### config.mk
export PLATFORM = sky130hd
export DESIGN_NAME = bus_clk_seq
export DESIGN_NICKNAME = d
export VERILOG_FILES = /design/src/rtl/bcs_pkg.sv /design/src/rtl/bcs_rst_stretch.sv /design/src/rtl/bcs_bus_div.sv /design/src/rtl/bcs_wait_ctl.sv /design/src/rtl/bus_clk_seq.sv
export SDC_FILE = /design/constraint.sdc
export NUM_CORES = 1
export LEC_CHECK = 0
export ABC_AREA = 1
export BUFFER_PORTS_ARGS = -buffer_cell sky130_fd_sc_hd__buf_2
export CAP_MARGIN = 20
export CORE_MARGIN = 10
export CORE_UTILIZATION = 50
export DETAILED_ROUTE_END_ITERATION = 12
export PLACE_DENSITY = 0.73
export SLEW_MARGIN = 20
export SYNTH_ARGS = -nofsm -noshare
export SYNTH_HDL_FRONTEND = slang
export SYNTH_HIERARCHICAL = 1
export SYNTH_SLANG_ARGS = --single-unit
### constraint.sdc
create_clock -name clk_i -period 1.3 [get_ports clk_i]
set_input_delay 0.13 -clock clk_i [delete_from_list [all_inputs] [get_ports clk_i]]
set_output_delay 0.13 -clock clk_i [all_outputs]
set_load 0.05 [all_outputs]
### src/rtl/bcs_pkg.sv
package bcs_pkg;
  localparam int unsigned BCS_TIMEOUT_DEF = 4096;
  localparam int unsigned BCS_DIV_STAGES_DEF = 2;
endpackage

### src/rtl/bcs_rst_stretch.sv
module bcs_rst_stretch #(
  parameter int unsigned TIMEOUT = bcs_pkg::BCS_TIMEOUT_DEF
) (
  input  logic clk_i,
  input  logic rst_ni,
  input  logic osc_tick_i,
  input  logic req_i,
  output logic busy_o
);
  localparam int unsigned CNT_W = $clog2(TIMEOUT);
  localparam logic [CNT_W-1:0] LAST = CNT_W'(TIMEOUT - 1);

  logic [CNT_W-1:0] cnt_q;
  logic             busy_q;

  always_ff @(posedge clk_i or negedge rst_ni) begin
    if (!rst_ni) begin
      cnt_q  <= '0;
      busy_q <= 1'b1;
    end else if (req_i) begin
      cnt_q  <= '0;
      busy_q <= 1'b1;
    end else if (busy_q && osc_tick_i) begin
      if (cnt_q == LAST) begin
        busy_q <= 1'b0;
        cnt_q  <= '0;
      end else begin
        cnt_q <= cnt_q + 1'b1;
      end
    end
  end

  assign busy_o = busy_q;

  AST_REQ_RESTART: assert property (@(posedge clk_i) disable iff (!rst_ni)
    req_i |=> (busy_q && cnt_q == '0));
  AST_RELEASE_LAST: assert property (@(posedge clk_i) disable iff (!rst_ni)
    (busy_q && !req_i && osc_tick_i && cnt_q == LAST) |=> !busy_q);
  AST_HOLD_NO_TICK: assert property (@(posedge clk_i) disable iff (!rst_ni)
    (busy_q && !req_i && !osc_tick_i) |=> (busy_q && $stable(cnt_q)));
endmodule

### src/rtl/bcs_bus_div.sv
module bcs_bus_div #(
  parameter int unsigned STAGES = bcs_pkg::BCS_DIV_STAGES_DEF
) (
  input  logic clk_i,
  input  logic rst_ni,
  input  logic run_i,
  input  logic osc_tick_i,
  input  logic pll_tick_i,
  input  logic sel_i,
  output logic bus_pulse_o
);
  logic              sel_q;
  logic              src_tick;
  logic [STAGES-1:0] stage_q;
  logic [STAGES-1:0] carry;
  logic              bound;

  assign src_tick = sel_q ? pll_tick_i : osc_tick_i;

  // cascaded divide-by-two stages
  for (genvar k = 0; k < STAGES; k++) begin : g_stg
    logic q;
    if (k == 0) begin : g_first
      assign carry[k] = src_tick;
    end else begin : g_next
      assign carry[k] = carry[k-1] & stage_q[k-1];
    end
    always_ff @(posedge clk_i or negedge rst_ni) begin
      if (!rst_ni)       q <= 1'b0;
      else if (!run_i)   q <= 1'b0;
      else if (carry[k]) q <= ~q;
    end
    assign stage_q[k] = q;
  end

  assign bound       = carry[STAGES-1] & stage_q[STAGES-1];
  assign bus_pulse_o = run_i & bound;

  // select only moves at a bus boundary or while idle
  always_ff @(posedge clk_i or negedge rst_ni) begin
    if (!rst_ni)               sel_q <= 1'b0;
    else if (!run_i || bound)  sel_q <= sel_i;
  end

  AST_SEL_HOLD: assert property (@(posedge clk_i) disable iff (!rst_ni)
    (run_i && !bound) |=> $stable(sel_q));
  AST_IDLE_CLEAR: assert property (@(posedge clk_i) disable iff (!rst_ni)
    !run_i |=> (stage_q == '0));
endmodule

### src/rtl/bcs_wait_ctl.sv
module bcs_wait_ctl (
  input  logic clk_i,
  input  logic rst_ni,
  input  logic run_i,
  input  logic wait_req_i,
  input  logic wake_i,
  input  logic bus_pulse_i,
  output logic cpu_en_o,
  output logic per_en_o
);
  logic wait_q;
  logic cpu_q;
  logic per_q;

  always_ff @(posedge clk_i or negedge rst_ni) begin
    if (!rst_ni)         wait_q <= 1'b0;
    else if (!run_i)     wait_q <= 1'b0;
    else if (wake_i)     wait_q <= 1'b0;
    else if (wait_req_i) wait_q <= 1'b1;
  end

  always_ff @(posedge clk_i or negedge rst_ni) begin
    if (!rst_ni) begin
      per_q <= 1'b0;
      cpu_q <= 1'b0;
    end else begin
      per_q <= bus_pulse_i;
      cpu_q <= bus_pulse_i & ~wait_q;
    end
  end

  assign cpu_en_o = cpu_q;
  assign per_en_o = per_q;

  AST_WAKE_CLEARS: assert property (@(posedge clk_i) disable iff (!rst_ni)
    wake_i |=> !wait_q);
  AST_CPU_SUBSET: assert property (@(posedge clk_i) disable iff (!rst_ni)
    cpu_en_o |-> per_en_o);
  AST_PER_SPACING: assert property (@(posedge clk_i) disable iff (!rst_ni)
    per_en_o |=> !per_en_o);
  AST_WAIT_GATES: assert property (@(posedge clk_i) disable iff (!rst_ni)
    (wait_q && !wake_i && run_i) |=> !cpu_en_o);
endmodule

### src/rtl/bus_clk_seq.sv
module bus_clk_seq #(
  parameter int unsigned TIMEOUT    = bcs_pkg::BCS_TIMEOUT_DEF,
  parameter int unsigned DIV_STAGES = bcs_pkg::BCS_DIV_STAGES_DEF
) (
  input  logic clk_i,
  input  logic rst_ni,
  input  logic osc_tick_i,
  input  logic pll_tick_i,
  input  logic src_sel_i,
  input  logic por_req_i,
  input  logic lvi_req_i,
  input  logic wait_req_i,
  input  logic wake_i,
  output logic rst_pin_no,
  output logic cpu_clk_en_o,
  output logic per_clk_en_o
);
  logic busy;
  logic run;
  logic bus_pulse;

  bcs_rst_stretch #(.TIMEOUT(TIMEOUT)) u_stretch (
    .clk_i      (clk_i),
    .rst_ni     (rst_ni),
    .osc_tick_i (osc_tick_i),
    .req_i      (por_req_i | lvi_req_i),
    .busy_o     (busy)
  );

  assign run        = ~busy;
  assign rst_pin_no = ~busy;

  bcs_bus_div #(.STAGES(DIV_STAGES)) u_div (
    .clk_i       (clk_i),
    .rst_ni      (rst_ni),
    .run_i       (run),
    .osc_tick_i  (osc_tick_i),
    .pll_tick_i  (pll_tick_i),
    .sel_i       (src_sel_i),
    .bus_pulse_o (bus_pulse)
  );

  bcs_wait_ctl u_wait (
    .clk_i       (clk_i),
    .rst_ni      (rst_ni),
    .run_i       (run),
    .wait_req_i  (wait_req_i),
    .wake_i      (wake_i),
    .bus_pulse_i (bus_pulse),
    .cpu_en_o    (cpu_clk_en_o),
    .per_en_o    (per_clk_en_o)
  );

  AST_PIN_QUIET: assert property (@(posedge clk_i) disable iff (!rst_ni)
    (!rst_pin_no && $past(!rst_pin_no)) |-> (!per_clk_en_o && !cpu_clk_en_o));
  AST_REQ_PIN_LOW: assert property (@(posedge clk_i) disable iff (!rst_ni)
    (por_req_i || lvi_req_i) |=> !rst_pin_no);
endmodule

# == Word-level counts from Yosys, hierarchy flattened ==
# Cells that the tools add are included.
# op_classes
n_addsub,1
multipliers,0
div,0
n_lt_le_gt_ge,0
eq_ne,1
n_shift,0
muxes,14
bitwise_logic,9
reduce_logical,8
# op_table
cell,count
$mux 12,3
$add 12x1->12 const B,1
$eq 12x12->1 const B,1
$mux 1,11
$reduce_bool 2->1,4
$and 1x1->1,4
$not 1->1,4
$reduce_bool 3->1,1
$reduce_and 2->1,1
$logic_and 1x1->1,1
$logic_or 1x1->1,1
$or 1x1->1,1
# totals
regBits,19
latch_bits,0
ram_bits,0
mem_bits_ro,0
inputBits,9
wordCells,41
n_memories,0

# == Logic depth before layout (Yosys ltp) ==
# logic_depth
ltp_word,5
depth_mapped,10
mapped_depth_nobuf,10

# == Modules after synthesis ==
# The synthesis kept the hierarchy.
# modules_own_cells
module,instances,cells_each,area_each_um2,seq_area_each_um2
bcs_rst_stretch,1,98,793.3,326.6
bcs_bus_div,1,18,147.6,75.1
bcs_wait_ctl,1,9,97.6,75.1
bus_clk_seq,1,4,15.0,0.0

# == Worst setup path after synthesis ==
# OpenSTA, ideal clock, no wires.
# synth_timing
path_kind,register -> register
from,register u_stretch.busy_q (netlist: u_stretch/busy_o)
to,register u_stretch.cnt_q[11]
setup_ns,0.114
arrival_ns,1.124
slack_ns,0.062
stages_incl_launch_ff,9
path_cell_list,dfstp_2 > nand2_1 > nand2_2 > buf_6 > nand2_1 > nor2_1 > nand2_1 > nand2_1 > nor2_2
# synth_via
elab_chain_len,2
# synth_lines
element,line,rtl
start: declaration,bcs_rst_stretch.sv:14,logic busy_q;
start signal: assignment,bcs_rst_stretch.sv:19,busy_q <= 1'b1;
start signal: assignment,bcs_rst_stretch.sv:22,busy_q <= 1'b1;
start signal: assignment,bcs_rst_stretch.sv:25,busy_q <= 1'b0;
$logic_and 1x1->1,bcs_rst_stretch.sv:23,end else if (busy_q && osc_tick_i) begin
$reduce_bool 2->1 (no source line),n/a,
end signal: assignment,bcs_rst_stretch.sv:28,cnt_q <= cnt_q + 1'b1;
end: declaration,bcs_rst_stretch.sv:13,logic [CNT_W-1:0] cnt_q;
# Every way passes these cells.
# A chain may end at the register's enable or synchronous reset.

# == Final worst setup path ==
# layout_timing
from,register u_stretch.busy_q (netlist: u_stretch/busy_o)
to,register u_stretch.cnt_q[7]
# The elaborated chain is that of the path after synthesis.

==> load_flow_metrics.sql <==
INSERT INTO impl_metrics (metric_group, metric, value, unit) VALUES
('power', 'p_sw', '0.000272', 'W'),
('floorplanning', 'floorplan.rows', '16', ''),
('critical_path', 'crit_path_top_delay_cell', 'dfstp_2', ''),
('synthesis', 'postSynthRegisterBits', '19', ''),
('synthesis', 'yosysSeqAreaShare', '45.2', '%'),
('critical_path', 'critical_path.endpoint_type', 'flop', ''),
('global_routing', 'grt_use_total', '10.8', '%'),
('global_routing', 'global_route_wire_length_before_repair', '3720', 'µm'),
('global_routing', 'grt_antenna_before_repair', '0', ''),
('critical_path', 'path_cells', 'nand2_2, nand2_4, buf_4, nand3_2, xor2_1, nor2_2', ''),
('final_layout', 'layout_commonest_cell', 'nand2_1', ''),
('floorplanning', 'initial_core_util', '53.2', '%'),
('floorplanning', 'chipWidth', '65.9', 'µm'),
('power', 'power_frac_comb', '11.5', '%'),
('timing', 'post-route-min-period', '1.29', 'ns'),
('critical_path', 'worst-path-max-fanout', '5', ''),
('timing', 'slew_headroom', '71.8', '%'),
('critical_path', 'crit_path_max_incr_delay', '0.58', 'ns'),
('placed_design', 'post-dp-hpwl', '1620', 'µm'),
('global_routing', 'grt_pass1_vias', '871', ''),
('power', 'power.density', '809', 'mW/mm²'),
('cts', 'h_tree_level_count', '1', ''),
('synthesis', 'synthesis.area_per_instance', '8.17', 'µm²'),
('floorplanning', 'die_boundary_height', '65.9', 'µm'),
('final_layout', 'design.final.nets', '161', ''),
('routing', 'via_per_inst', '4.97', ''),
('placed_design', 'place.port_buffers', '11', ''),
('power', 'seqPwrFrac', '59.4', '%'),
('power', 'lkg_pwr', '0.644', 'nW'),
('cts', 'clk_latency', '0.29', 'ns'),
('cts', 'cts.reportedPaths.clkPinSlew', '0.12', 'ns'),
('critical_path', 'timing.critical_path.required', '1.49', 'ns'),
('final_layout', 'finish.utilization', '64.4', '%'),
('synthesis', 'synth_fp_nets', '139', ''),
('synthesis', 'cell_count_after_synthesis', '129', ''),
('synthesis', 'synth_enable_flop_cells', '0', ''),
('power', 'power.share.switching', '26.4', '%'),
('timing', 'worst_pin_slew', '0.423', 'ns'),
('final_layout', 'layout_common_cells', 'nand2_1 (26), dfrtp_1 (18), nor2_1 (16), inv_1 (14), buf_2 (10)', ''),
('synthesis', 'synthesis.yosys.warnings', '6', ''),
('timing', 'fin_skew', '0.00719', 'ns'),
('critical_path', 'setup.worst_path.start_class', 'flop', ''),
('routing', 'ant_nets', '0', ''),
('routing', 'vias', '880', ''),
('power', 'power.clock.fraction', '29.1', '%'),
('global_routing', 'global_route.overflow_total', '0', ''),
('final_layout', 'finalInstanceArea', '0.00128', 'mm²'),
('power', 'worst_ir_drop_vdd', '0.765', 'mV'),
('timing', 'achievable-frequency', '774', 'MHz'),
('routing', 'first_iter_violations', '40', ''),
('timing', 'slew_viol_final', '0', ''),
('synthesis', 'synth.largest_area_cell', 'dfrtp_1', ''),
('cts', 'clock_tree_from_tritoncts', 'done', ''),
('timing', 'layout_worst_path_cycle_share', '99.3', '%'),
('synthesis', 'synthDistinctLibCells', '26', ''),
('routing', 'totalWireLength', '2160', 'µm'),
('timing', 'timing.final.hold_violations', '0', ''),
('run_status', 'outcome', 'finished clean', ''),
('global_routing', 'grt_max_degree', '20', ''),
('routing', 'routed_wire_length_per_instance', '12.2', 'µm'),
('synthesis', 'netlist_top_cells_area', 'dfrtp_1 (43%), nand2_1 (10%), nor2_1 (6.8%), inv_1 (6.4%), nand2_4 (3.2%)', ''),
('final_layout', 'n_antenna_cell', '0', ''),
('floorplanning', 'core', '0.00198', 'mm²'),
('flow_run', 'drv_cap', '0', ''),
('routing', 'detail_route.first_pass.iterations', '4', ''),
('cts', 'number_of_cts_inserted_buffers', '3', ''),
('critical_path', 'crit_type', 'flop to flop', ''),
('placed_design', 'detailed_place.area', '0.00116', 'mm²'),
('min_path', 'hold_path_class', 'input pin to flop', ''),
('synthesis', 'most_used_flip_flop_cell_after_synthesis', 'dfrtp_1', ''),
('timing', 'rsz0062_at_grt', 'true', '');
final timing paths:
| path | from | end | slack [ns] | depth (start not counted) |
|---|---|---|---|---|
| worst max register to register | u_stretch/busy_o$_DFFE_PN1P_ | u_stretch/cnt_q[7]$_DFFE_PN0P_ | 0.009 | 6 |
| max in group asynchronous | rst_ni | u_stretch/busy_o$_DFFE_PN1P_ | 0.68 | 2 |
| worst min-delay path | wake_i | u_wait/wait_q$_DFFE_PN0P_ | 0.03 | 4 |
| worst min register to register | u_wait/wait_q$_DFFE_PN0P_ | u_wait/cpu_en_o$_DFF_PN0_ | 0.43 | 1 |
| min in group asynchronous | rst_ni | u_div/g_stg[1].q$_DFFE_PN0P_ | 0.29 | 2 |
| worst max-delay path | u_stretch/busy_o$_DFFE_PN1P_ | u_stretch/cnt_q[7]$_DFFE_PN0P_ | 0.009 | 6 |
synth_stat cells, types with 2 or more instances:
cell     instances
a21oi_1          3
dfrtp_1         18
inv_1           18
nand2_1         29
nand2_2          5
nand2_4          3
nand3_1          5
nand3_2          3
nand4_1          2
nor2_1          19
nor2_2           5
o21ai_0          3
xor2_1           3
registers in the layout (all words and copies together), names as in the netlist:
signal,count
u_stretch/busy_o,1
u_div/g_stg.q,2
u_wait/per_en_o,1
u_wait/cpu_en_o,1
u_wait/wait_q,1
u_div/sel_q,1
u_stretch/cnt_q,12
through the flow:
step / setup slack, ns / total power (W) / hold WS [ns] / TNS, ns / cells
finish: 0.00863 / 0.00103 / 0.0314 / 0 / 177
global route: -0.0475 / 0.00108 / 0.0387 / -0.212 / 177
CTS: 0.00478 / 0.00103 / 0.0293 / 0 / 175
detailed placement: -0.00887 / 0.000730 / 0.0975 / -0.00887 / 170
global placement: 0.00235 / 0.000726 / 0.0906 / 0 / 170
floorplan: 0.0622 / 0.000688 / -0.166 / 0 / 129
critical path: cells and delay by family, from the launching register on:
family	cells	cell delay (ns)
simple gates	4	0.30
buf+inv	1	0.14
flops	1	0.58
xor+xnor	1	0.17
final cells by class:
cell class,instances,area (µm²)
clock buffer,3,22.5
clock inverter,1,5.00
tap,27,33.8
multi-input combinational,88,523
timing repair buffer,18,129
fill,164,706
inverter,21,86.3
sequential,19,477
cells by family (layout without fill, tap and decap cells):
logic type,count (synthesis),after routing,share of synthesized area [%]
simple gates,74,74,36.5
buf+inv,22,43,9.03
flops,19,19,45.2
compound gates,10,10,5.58
xor+xnor,3,3,2.49
fa+ha+maj,1,1,1.19
power groups by stage:
stage	registers [W]	logic, W	clock network [W]
6_report	0.000613	0.000118	0.000301
5_1_grt	0.000615	0.000134	0.000336
4_1_cts	0.000612	0.000110	0.000309
3_5_place_dp	0.000624	0.000106	0
3_3_place_gp	0.000623	0.000103	0
2_1_floorplan	0.000622	0.0000663	0
repair_timing:
item                                    CTS  global route
pin swaps                                 0             7
endpoints found under the setup margin    3            13
buffers inserted                          0             2
hold endpoints to repair                 18             0
hold buffers                              1             0
gates resized for setup                   2            17
per-layer routing:
| layer | track usage [%] | wire length [µm] |
|---|---|---|
| met4 | 4.81 | 23 |
| met2 | 17.5 | 1090 |
| met1 | 12.5 | 928 |
| met3 | 3.56 | 115 |
| met5 | 0 | 0 |
Power figures use the tool's default switching activity.
